==> src/rtl/tfd_pkg.sv <==
package tfd_pkg;
  typedef enum logic [2:0] {
    S_IDLE,
    S_FETCH,
    S_HANDOFF,
    S_FINAL,
    S_YIELD
  } fsm_t;

  localparam logic [2:0] CTI_CLASSIC = 3'b000;
  localparam logic [2:0] CTI_INCR    = 3'b010;
  localparam logic [2:0] CTI_END     = 3'b111;
endpackage

==> src/rtl/tfd_regs.sv <==
module tfd_regs #(
  parameter int DW   = 32,
  parameter int CNTW = 16
) (
  input  logic            clk,
  input  logic            rst,
  input  logic            s_cyc,
  input  logic            s_stb,
  input  logic            s_we,
  input  logic [1:0]      s_adr,
  input  logic [DW-1:0]   s_dat_w,
  output logic [DW-1:0]   s_dat_r,
  output logic            s_ack,
  output logic [DW-1:0]   src_o,
  output logic [DW-1:0]   stride_o,
  output logic [CNTW-1:0] count_o,
  output logic            start_o,
  output logic            stop_o,
  input  logic            active_i,
  input  logic [CNTW-1:0] remain_i
);
  logic          hit;
  logic [DW-1:0] rd_mux;

  assign hit = s_cyc && s_stb && !s_ack;

  always_comb begin
    case (s_adr)
      2'd0:    rd_mux = src_o;
      2'd1:    rd_mux = stride_o;
      2'd2:    rd_mux = {16'(remain_i), 15'b0, active_i};
      default: rd_mux = '0;
    endcase
  end

  always_ff @(posedge clk) begin
    if (rst) begin
      s_ack    <= 1'b0;
      s_dat_r  <= '0;
      src_o    <= '0;
      stride_o <= '0;
      count_o  <= '0;
      start_o  <= 1'b0;
      stop_o   <= 1'b0;
    end else begin
      s_ack   <= hit;
      start_o <= 1'b0;
      stop_o  <= 1'b0;
      if (hit) begin
        s_dat_r <= rd_mux;
        if (s_we) begin
          case (s_adr)
            2'd0: src_o    <= s_dat_w;
            2'd1: stride_o <= s_dat_w;
            2'd2: begin
              start_o <= s_dat_w[0];
              stop_o  <= s_dat_w[1];
              count_o <= s_dat_w[16 +: CNTW];
            end
            default: ;
          endcase
        end
      end
    end
  end
endmodule

==> src/rtl/tfd_fetch.sv <==
module tfd_fetch
  import tfd_pkg::*;
#(
  parameter int AW   = 32,
  parameter int DW   = 32,
  parameter int ROWS = 8,
  parameter int WPR  = 2,
  parameter int CNTW = 16,
  localparam int WORDS = ROWS * WPR,
  localparam int IDXW  = $clog2(WORDS),
  localparam int WSEL  = (WPR > 1) ? $clog2(WPR) : 1,
  localparam int BPW   = DW / 8,
  localparam int ROW_BYTES = WPR * BPW
) (
  input  logic            clk,
  input  logic            rst,
  input  logic [AW-1:0]   src_i,
  input  logic [AW-1:0]   stride_i,
  input  logic [CNTW-1:0] count_i,
  input  logic            start_i,
  input  logic            stop_i,
  output logic            active_o,
  output logic [CNTW-1:0] remain_o,
  output logic            m_cyc,
  output logic            m_stb,
  output logic [2:0]      m_cti,
  output logic [AW-1:0]   m_adr,
  input  logic [DW-1:0]   m_dat_r,
  input  logic            m_ack,
  output logic [DW-1:0]   ram_wdata,
  output logic [IDXW:0]   ram_addr,
  output logic            ram_we,
  output logic            dct_go,
  output logic            dct_bank,
  input  logic            dct_busy
);
  localparam logic [2:0] CTI_FIRST = (WPR == 1) ? CTI_END : CTI_INCR;

  fsm_t          state;
  logic [IDXW-1:0] idx;
  logic [WSEL-1:0] wcol;
  logic [AW-1:0] row_addr, blk_addr;
  logic          bank, stop_req, launched;
  logic          row_end, tile_end, last_tile, can_launch;
  logic [WSEL-1:0] wcol_nx;

  assign row_end    = (wcol == WSEL'(WPR - 1));
  assign tile_end   = (idx == IDXW'(WORDS - 1));
  assign last_tile  = (remain_o == CNTW'(1)) || stop_req || stop_i;
  assign can_launch = !dct_busy && !dct_go;
  assign wcol_nx    = row_end ? '0 : wcol + 1'b1;
  assign active_o   = (state != S_IDLE);

  always_ff @(posedge clk) begin
    if (rst) begin
      state     <= S_IDLE;
      idx       <= '0;
      wcol      <= '0;
      row_addr  <= '0;
      blk_addr  <= '0;
      bank      <= 1'b0;
      stop_req  <= 1'b0;
      launched  <= 1'b0;
      remain_o  <= '0;
      m_cyc     <= 1'b0;
      m_stb     <= 1'b0;
      m_cti     <= CTI_CLASSIC;
      m_adr     <= '0;
      ram_wdata <= '0;
      ram_addr  <= '0;
      ram_we    <= 1'b0;
      dct_go    <= 1'b0;
      dct_bank  <= 1'b0;
    end else begin
      ram_we <= 1'b0;
      dct_go <= 1'b0;
      if (stop_i && state != S_IDLE) stop_req <= 1'b1;
      case (state)
        S_IDLE: begin
          stop_req <= 1'b0;
          if (start_i && count_i != '0) begin
            blk_addr <= src_i;
            row_addr <= src_i;
            m_adr    <= src_i;
            remain_o <= count_i;
            bank     <= 1'b0;
            idx      <= '0;
            wcol     <= '0;
            m_cti    <= CTI_FIRST;
            m_cyc    <= 1'b1;
            m_stb    <= 1'b1;
            state    <= S_FETCH;
          end
        end
        S_FETCH: begin
          if (m_ack) begin
            ram_we    <= 1'b1;
            ram_wdata <= m_dat_r;
            ram_addr  <= {bank, idx};
            idx       <= idx + 1'b1;
            wcol      <= wcol_nx;
            m_cti     <= (wcol_nx == WSEL'(WPR - 1)) ? CTI_END : CTI_INCR;
            if (row_end) begin
              row_addr <= row_addr + stride_i;
              m_adr    <= row_addr + stride_i;
            end else begin
              m_adr    <= m_adr + AW'(BPW);
            end
            if (tile_end) begin
              m_cyc    <= 1'b0;
              m_stb    <= 1'b0;
              m_cti    <= CTI_CLASSIC;
              remain_o <= remain_o - 1'b1;
              launched <= 1'b0;
              state    <= last_tile ? S_FINAL : S_HANDOFF;
            end
          end
        end
        S_HANDOFF: begin
          if (stop_req) begin
            state <= S_FINAL;
          end else if (can_launch) begin
            dct_go   <= 1'b1;
            dct_bank <= bank;
            bank     <= ~bank;
            state    <= S_YIELD;
          end
        end
        S_YIELD: begin
          if (stop_req) begin
            launched <= 1'b1;
            state    <= S_FINAL;
          end else begin
            blk_addr <= blk_addr + AW'(ROW_BYTES);
            row_addr <= blk_addr + AW'(ROW_BYTES);
            m_adr    <= blk_addr + AW'(ROW_BYTES);
            idx      <= '0;
            wcol     <= '0;
            m_cti    <= CTI_FIRST;
            m_cyc    <= 1'b1;
            m_stb    <= 1'b1;
            state    <= S_FETCH;
          end
        end
        S_FINAL: begin
          if (can_launch) begin
            if (!launched) begin
              dct_go   <= 1'b1;
              dct_bank <= bank;
              bank     <= ~bank;
              launched <= 1'b1;
            end else begin
              state <= S_IDLE;
            end
          end
        end
        default: state <= S_IDLE;
      endcase
    end
  end
endmodule

==> src/rtl/tile_fetch_dma.sv <==
module tile_fetch_dma #(
  parameter int AW   = 32,
  parameter int DW   = 32,
  parameter int ROWS = 8,
  parameter int WPR  = 2,
  parameter int CNTW = 16
) (
  input  logic                       clk,
  input  logic                       rst,
  input  logic                       s_cyc,
  input  logic                       s_stb,
  input  logic                       s_we,
  input  logic [1:0]                 s_adr,
  input  logic [DW-1:0]              s_dat_w,
  output logic [DW-1:0]              s_dat_r,
  output logic                       s_ack,
  output logic                       m_cyc,
  output logic                       m_stb,
  output logic [2:0]                 m_cti,
  output logic [AW-1:0]              m_adr,
  input  logic [DW-1:0]              m_dat_r,
  input  logic                       m_ack,
  output logic [DW-1:0]              ram_wdata,
  output logic [$clog2(ROWS*WPR):0]  ram_addr,
  output logic                       ram_we,
  output logic                       dct_go,
  output logic                       dct_bank,
  input  logic                       dct_busy
);
  logic [DW-1:0]   src, stride;
  logic [CNTW-1:0] count, remain;
  logic            start_cmd, stop_cmd, active;

  tfd_regs #(.DW(DW), .CNTW(CNTW)) regs_i (
    .clk(clk), .rst(rst),
    .s_cyc(s_cyc), .s_stb(s_stb), .s_we(s_we), .s_adr(s_adr),
    .s_dat_w(s_dat_w), .s_dat_r(s_dat_r), .s_ack(s_ack),
    .src_o(src), .stride_o(stride), .count_o(count),
    .start_o(start_cmd), .stop_o(stop_cmd),
    .active_i(active), .remain_i(remain)
  );

  tfd_fetch #(.AW(AW), .DW(DW), .ROWS(ROWS), .WPR(WPR), .CNTW(CNTW)) fetch_i (
    .clk(clk), .rst(rst),
    .src_i(AW'(src)), .stride_i(AW'(stride)), .count_i(count),
    .start_i(start_cmd), .stop_i(stop_cmd),
    .active_o(active), .remain_o(remain),
    .m_cyc(m_cyc), .m_stb(m_stb), .m_cti(m_cti), .m_adr(m_adr),
    .m_dat_r(m_dat_r), .m_ack(m_ack),
    .ram_wdata(ram_wdata), .ram_addr(ram_addr), .ram_we(ram_we),
    .dct_go(dct_go), .dct_bank(dct_bank), .dct_busy(dct_busy)
  );
endmodule

==> config.mk <==
export PLATFORM = sky130hd
export DESIGN_NAME = tile_fetch_dma
export DESIGN_NICKNAME = d
export VERILOG_FILES = /design/src/rtl/tfd_pkg.sv /design/src/rtl/tfd_regs.sv /design/src/rtl/tfd_fetch.sv /design/src/rtl/tile_fetch_dma.sv
export SDC_FILE = /design/constraint.sdc
export NUM_CORES = 1
export LEC_CHECK = 0
export BUFFER_PORTS_ARGS = -buffer_cell sky130_fd_sc_hd__buf_2
export CORE_AREA = 2 2 171 173
export CTS_CLUSTER_DIAMETER = 150
export DETAILED_ROUTE_END_ITERATION = 12
export DIE_AREA = 0 0 173 175
export PLACE_DENSITY = 0.78
export SYNTH_ARGS = -nofsm -noshare
export SYNTH_HDL_FRONTEND = slang
export SYNTH_HIERARCHICAL = 1
export SYNTH_SLANG_ARGS = --single-unit
==> constraint.sdc <==
create_clock -name clk -period 2.95 [get_ports clk]
set_input_delay 0.59 -clock clk [delete_from_list [all_inputs] [get_ports clk]]
set_output_delay 0.59 -clock clk [all_outputs]
set_load 0.01 [all_outputs]
## Word-level counts from Yosys, hierarchy flattened

Cells that the tools add are included.

- Add/subtract/negate cells: 6
- Equal/unequal tests: 20
- Multiplexer cells: 63
- Reductions and logical operators: 36
- Bitwise gates (word level): 5

Operator list:

| cell | count |
|---|---|
| case mux 32 bit (3 select lines) | 3 |
| 2-to-1 mux 32 bit | 6 |
| case mux 32 bit (2 select lines) | 1 |
| 2-to-1 mux 16 bit | 3 |
| 2-to-1 mux 3 bit | 12 |
| adder 32 x 3 -> 32 bit (second input constant) | 1 |
| adder 32 bit | 1 |
| adder 32 x 4 -> 32 bit (second input constant) | 1 |
| case mux 16 bit (2 select lines) | 1 |
| 2-to-1 mux 1 bit | 24 |
| AND reduction 5 bit | 4 |
| == test 16 x 1 -> 1 bit (second input constant) | 1 |
| nonzero test 16 bit | 1 |
| subtractor 16 x 1 -> 16 bit (second input constant) | 1 |
| case mux 3 bit (5 select lines) | 1 |
| inequality test 2 x 1 -> 1 bit (second input constant) | 7 |
| 2-to-1 mux 4 bit | 3 |
| case mux 1 bit (3 select lines) | 4 |
| case mux 4 bit (3 select lines) | 1 |
| AND reduction 3 bit | 4 |
| AND reduction 6 bit | 2 |
| nonzero test 3 bit | 4 |
| case mux 3 bit (3 select lines) | 1 |
| inequality test 2 bit (second input constant) | 4 |
| other kinds (22) | 39 |

- Register bits: 282
- Word-level logic and storage cells: 154
- Bits of input ports: 73
- Output and inout port bits: 110

## Depth between registers and ports, before layout

- Word-level depth: 7
- Depth in mapped cells: 12

## Modules after synthesis

Netlist, hierarchy kept.

Modules (own cells, without submodules):

| module | cells each | area an instance (um^2) | sequential area each (um^2) | instances |
|---|---|---|---|---|
| tfd_fetch | 1413 | 10332.4 | 3323.2 | 1 |
| tfd_regs | 550 | 5142.4 | 2302.2 | 1 |

## Least setup slack after synthesis

OpenSTA, ideal clock, no wires.

- Path type: flip-flop to flip-flop
- From: register regs_i.stride_o[4]
- To: register fetch_i.m_adr[29]
- Library setup time: 133 ps
- Period minus slack after synthesis: 2496 ps
- Cell stages (with the launch flop): 11
- Arrival: 2364 ps
- Path buffers: 0
- Setup slack: 454 ps
- Path through: dfxtp_1 > ha_1 > a21o_1 > a31o_1 > o21ai_4 > o22ai_2 > a211oi_4 > o21ai_2 > a41oi_2 > mux2i_1 > a31oi_1

- Longest elaborated chain between the ends: 4

RTL lines:

| item | line | text |
|---|---|---|
| start: declaration | tfd_regs.sv:15 | `output logic [DW-1:0] stride_o,` |
| start signal: assignment | tfd_regs.sv:54 | `2'd1: stride_o <= s_dat_w;` |
| adder 32 bit | tfd_fetch.sv:105 | `m_adr <= row_addr + stride_i;` |
| 2-to-1 mux 32 bit | tfd_fetch.sv:103 | `if (row_end) begin` |
| 2-to-1 mux 32 bit | tfd_fetch.sv:96 | `if (m_ack) begin` |
| case mux 32 bit (3 select lines) | tfd_fetch.sv:78 | `case (state)` |
| end signal: assignment | tfd_fetch.sv:84 | `m_adr <= src_i;` |
| end signal: assignment | tfd_fetch.sv:105 |  |
| end signal: assignment | tfd_fetch.sv:107 | `m_adr <= m_adr + AW'(BPW);` |
| end: declaration | tfd_fetch.sv:27 | `output logic [AW-1:0] m_adr,` |

Every way passes these cells. The select of a mux whose other input is x is not followed.
A chain may end at the register's enable or synchronous reset.

## Worst setup path after layout

- From: register regs_i.stride_o[4]
- To: register fetch_i.m_adr[23]

Same word-level chain as after synthesis.

==> flow_metrics.py <==
metrics = {
    "outcome": {
        "status": "finished clean",
    },
    "synthesis": {
        "synthArstFlopShare_pct": 0,
        "synth_area_um2": 15500,
        "syn_area_per_cell_um2": 7.88,
        "synth_common_cells": "dfxtp_1, a21oi_1, nand2_1, nor2_1, o21ai_0",
        "yosys-top-cells-area": "dfxtp_1, a21oi_1, nand2_1",
        "synth_ff_type": "dfxtp_1",
        "synth_top_area_share_pct": 36.4,
        "syn-num-nets": 2073,
        "synth_warnings": 6,
        "synth_top_area_cell": "dfxtp_1",
        "ys_seq_elements": 281,
        "synth.most_common_cell": "dfxtp_1",
        "synth_edf_count": 0,
        "netlist_instances": 1963,
        "yosys.cell_types.count": 89,
        "ys_seq_area_share_pct": 36.4,
    },
    "timing": {
        "setup_tns_ns": 0,
        "worst_slack_ns": 0.160,
        "worst_slew_pin_slew_ns": 1.18,
        "drv_slew": 0,
        "finClkSkew_ns": 0.0191,
        "min_period_over_period_pct": 94.6,
        "setup_viol": 0,
        "fmax_ghz": 0.358,
        "layout_min_cycle_time_ns": 2.79,
        "slew_headroom_pct": 21.3,
        "final_hold_viol_count": 0,
    },
    "hold_path": {
        "holdPathEnd": "fetch_i/ram_wdata[10]$_SDFFE_PP0P_",
        "hp-start": "m_dat_r[10]",
        "hold_class": "in2reg",
        "hold_path_depth": 3,
    },
    "cts": {
        "cts_max_level": 1,
        "clock_sinks": 281,
        "cts_buffers": 31,
        "cts_hold_buffers": 0,
        "clk_latency_ns": 0.57,
        "cts_buffer_depth": 3,
        "clockRootBuffer": "clkbuf_16",
        "path_clk_slew_ns": 0.06,
        "cts_tree": "yes",
    },
    "cells_and_area": {
        "fin_cells": 2483,
        "antenna_cells": 0,
        "fillers": 2533,
        "ff_latch_area_um2": 5630,
        "multiInputGateArea_um2": 9070,
        "fin_nets": 2186,
        "drive_gt1_share_pct": 16.3,
        "final_area_um2": 17900,
        "area_delta_synth_final_pct": 15.8,
    },
    "power_and_ir_drop": {
        "vdd_drop_max_mv": 0.445,
        "power_uw": 9520,
        "power.leakage_uw": 0.00679,
        "cellPowerDensity_nw_per_um2": 531,
    },
    "critical_path": {
        "rrSetupSlack_ns": 0.16,
        "setup.worst_path.start_class": "flop",
        "slowest_stage": "a211oi_4",
        "worstReg2RegEnd": "fetch_i/m_adr[23]$_SDFFE_PP0P_",
        "r2r_start": "regs_i/stride_o[4]$_SDFFE_PP0P_",
        "worst-path-max-fanout": 7,
        "reg2reg_depth": 11,
        "crit_chain": "ha_1, a21o_1, a31o_1, o21ai_4, o22ai_2, a211oi_4, buf_4, o31ai_2, xnor2_1, o211ai_1, o211a_1",
        "cp-end-kind": "flop",
        "path_buf_inv": 1,
        "crit_family": "compound AO/OA/AOI/OAI gates",
        "max_stage_delay_ns": 0.42,
        "critPathRequiredTime_ns": 3.41,
        "arrival_ns": 3.25,
        "crit_type": "reg2reg",
    },
    "run": {
        "cap_viol_max_count": 0,
    },
    "placement": {
        "place_inst": 2424,
        "finalWeightedCongestion": 0.955,
        "dp_slack_ns": 0.144,
        "port-buffer-count": 182,
        "placed_area_um2": 16700,
        "hpwl_um": 34800,
    },
    "global_routing": {
        "antenna_found_initial": 0,
        "grt_pass1_vias": 14700,
        "overflow": 0,
        "grt_usage_pct": 31.6,
        "grt_pass1_wl_um": 78600,
        "grt_max_degree": 102,
    },
    "routing": {
        "ant_nets": 0,
        "via_per_inst": 6.31,
        "dr.pass1.iters": 6,
        "wl_per_cell_um": 20.1,
        "finalWirelength_um": 50000,
        "via_count": 15700,
        "drc": 0,
        "drt_iter0_markers": 1298,
    },
    "floorplan": {
        "die_h_um": 175,
        "coreArea_um2": 28400,
        "design.die.area_um2": 30300,
        "initial_core_util_pct": 54.5,
        "die_x_um": 173,
        "io_pins": 183,
        "num_rows": 62,
    },
}
[layout make-up]
type,instances,area share (%)
multi-input combinational,1490,50.6
timing repair buffer,247,8.34
inverter,25,0.524
clock buffer,38,4.75
sequential,281,31.4
clock inverter,18,1.68
tap,384,2.68
[sequential cells by signal (all words and copies together) (netlist names), 2 cells and up]
signal             flops
fetch_i/blk_addr      32
fetch_i/m_adr         32
fetch_i/ram_wdata     32
fetch_i/row_addr      32
regs_i/s_dat_r        32
regs_i/src_o          32
regs_i/stride_o       32
fetch_i/remain_o      16
regs_i/count_o        16
fetch_i/ram_addr       5
fetch_i/idx            4
fetch_i/state          3
fetch_i/m_cti          2
[how the worst max path moves through the flow]
stage	start	to	slack [ns]	cells after the start
2_1_floorplan	regs_i/stride_o[4]$_SDFFE_PP0P_	fetch_i/m_adr[29]$_SDFFE_PP0P_	0.45	10
3_3_place_gp	regs_i/stride_o[0]$_SDFFE_PP0P_	fetch_i/m_adr[22]$_SDFFE_PP0P_	0.15	13
3_5_place_dp	regs_i/stride_o[4]$_SDFFE_PP0P_	fetch_i/m_adr[29]$_SDFFE_PP0P_	0.14	10
4_1_cts	regs_i/stride_o[4]$_SDFFE_PP0P_	fetch_i/m_adr[29]$_SDFFE_PP0P_	0.11	10
5_1_grt	regs_i/stride_o[4]$_SDFFE_PP0P_	fetch_i/m_adr[29]$_SDFFE_PP0P_	-0.02	10
6_report	regs_i/stride_o[4]$_SDFFE_PP0P_	fetch_i/m_adr[23]$_SDFFE_PP0P_	0.16	11
[cell usage in the layout, fill, tap and decap left out, types with 8 or more instances in the layout]
cell type / netlist / final
and2_1: 11 / 11
a311oi_1: 13 / 13
a21o_1: 12 / 12
xnor2_1: 42 / 42
nand4_1: 13 / 13
nor4_1: 13 / 13
nand4b_1: 48 / 48
nand2b_1: 10 / 10
a31oi_1: 21 / 21
a221oi_1: 11 / 11
nor2_1: 167 / 163
xor2_1: 25 / 25
nand3_1: 70 / 70
and3_1: 20 / 20
o22ai_1: 11 / 11
bufinv_16: 0 / 8
o2bb2ai_1: 18 / 18
buf_4: 10 / 59
nand2_1: 231 / 230
dfxtp_1: 281 / 280
clkbuf_16: 0 / 31
a22o_1: 23 / 23
o21ai_0: 135 / 134
mux2i_1: 38 / 38
a211oi_1: 21 / 21
ha_1: 36 / 34
nor3_1: 34 / 34
o31ai_1: 59 / 59
buf_2: 26 / 180
a21oi_1: 253 / 252
a22oi_1: 30 / 30
or3_1: 20 / 20
inv_1: 25 / 25
[metal layers]
layer  part of all wire (%)  GRT usage, %  up-vias
li1                       -             -     7421
met5                      0             0        -
met3                    6.2          3.72      162
met4                    6.2          18.0        0
met1                     40          38.8     7429
met2                     48          54.0      650
[worst min-delay path, delay by kind of cell]
kind,cells,cell delay [ns]
AND/OR/NAND/NOR,1,0.04
AO/OA/AOI/OAI,1,0.05
buffers and inverters,1,0.09
[what timing repair did]
action	4_1_cts	5_1_grt
setup endpoints to repair	0	27
buffers inserted	0	3
gates resized for setup	0	10
[stage by stage]
step	hold WS [ns]	utilization, %
6_report	0.269	63.1
5_1_grt	0.274	63.1
4_1_cts	0.249	62.9
3_5_place_dp	0.440	58.8
3_3_place_gp	0.437	58.8
2_1_floorplan	0.436	-
[power breakdown]
part	internal (uW)	switching, uW	total (uW)
sequential	3900	108	4010
combinational	392	749	1140
clock	2740	1630	4360
[cells by family (layout without fill, tap and decap cells)]
| group | after synthesis | after routing | share of synthesized area (%) |
|---|---|---|---|
| and+or+nand+nor | 679 | 679 | 21.7 |
| AOI/OAI and AO/OA | 668 | 668 | 27.1 |
| DFF | 281 | 281 | 36.4 |
| buffers and inverters | 192 | 328 | 5.51 |
| xor gates and xnor gates | 67 | 67 | 3.79 |
| muxes | 39 | 39 | 2.53 |
| adders and majority gates | 37 | 37 | 3.04 |
Note: power is estimated with default switching activity, not from simulation.
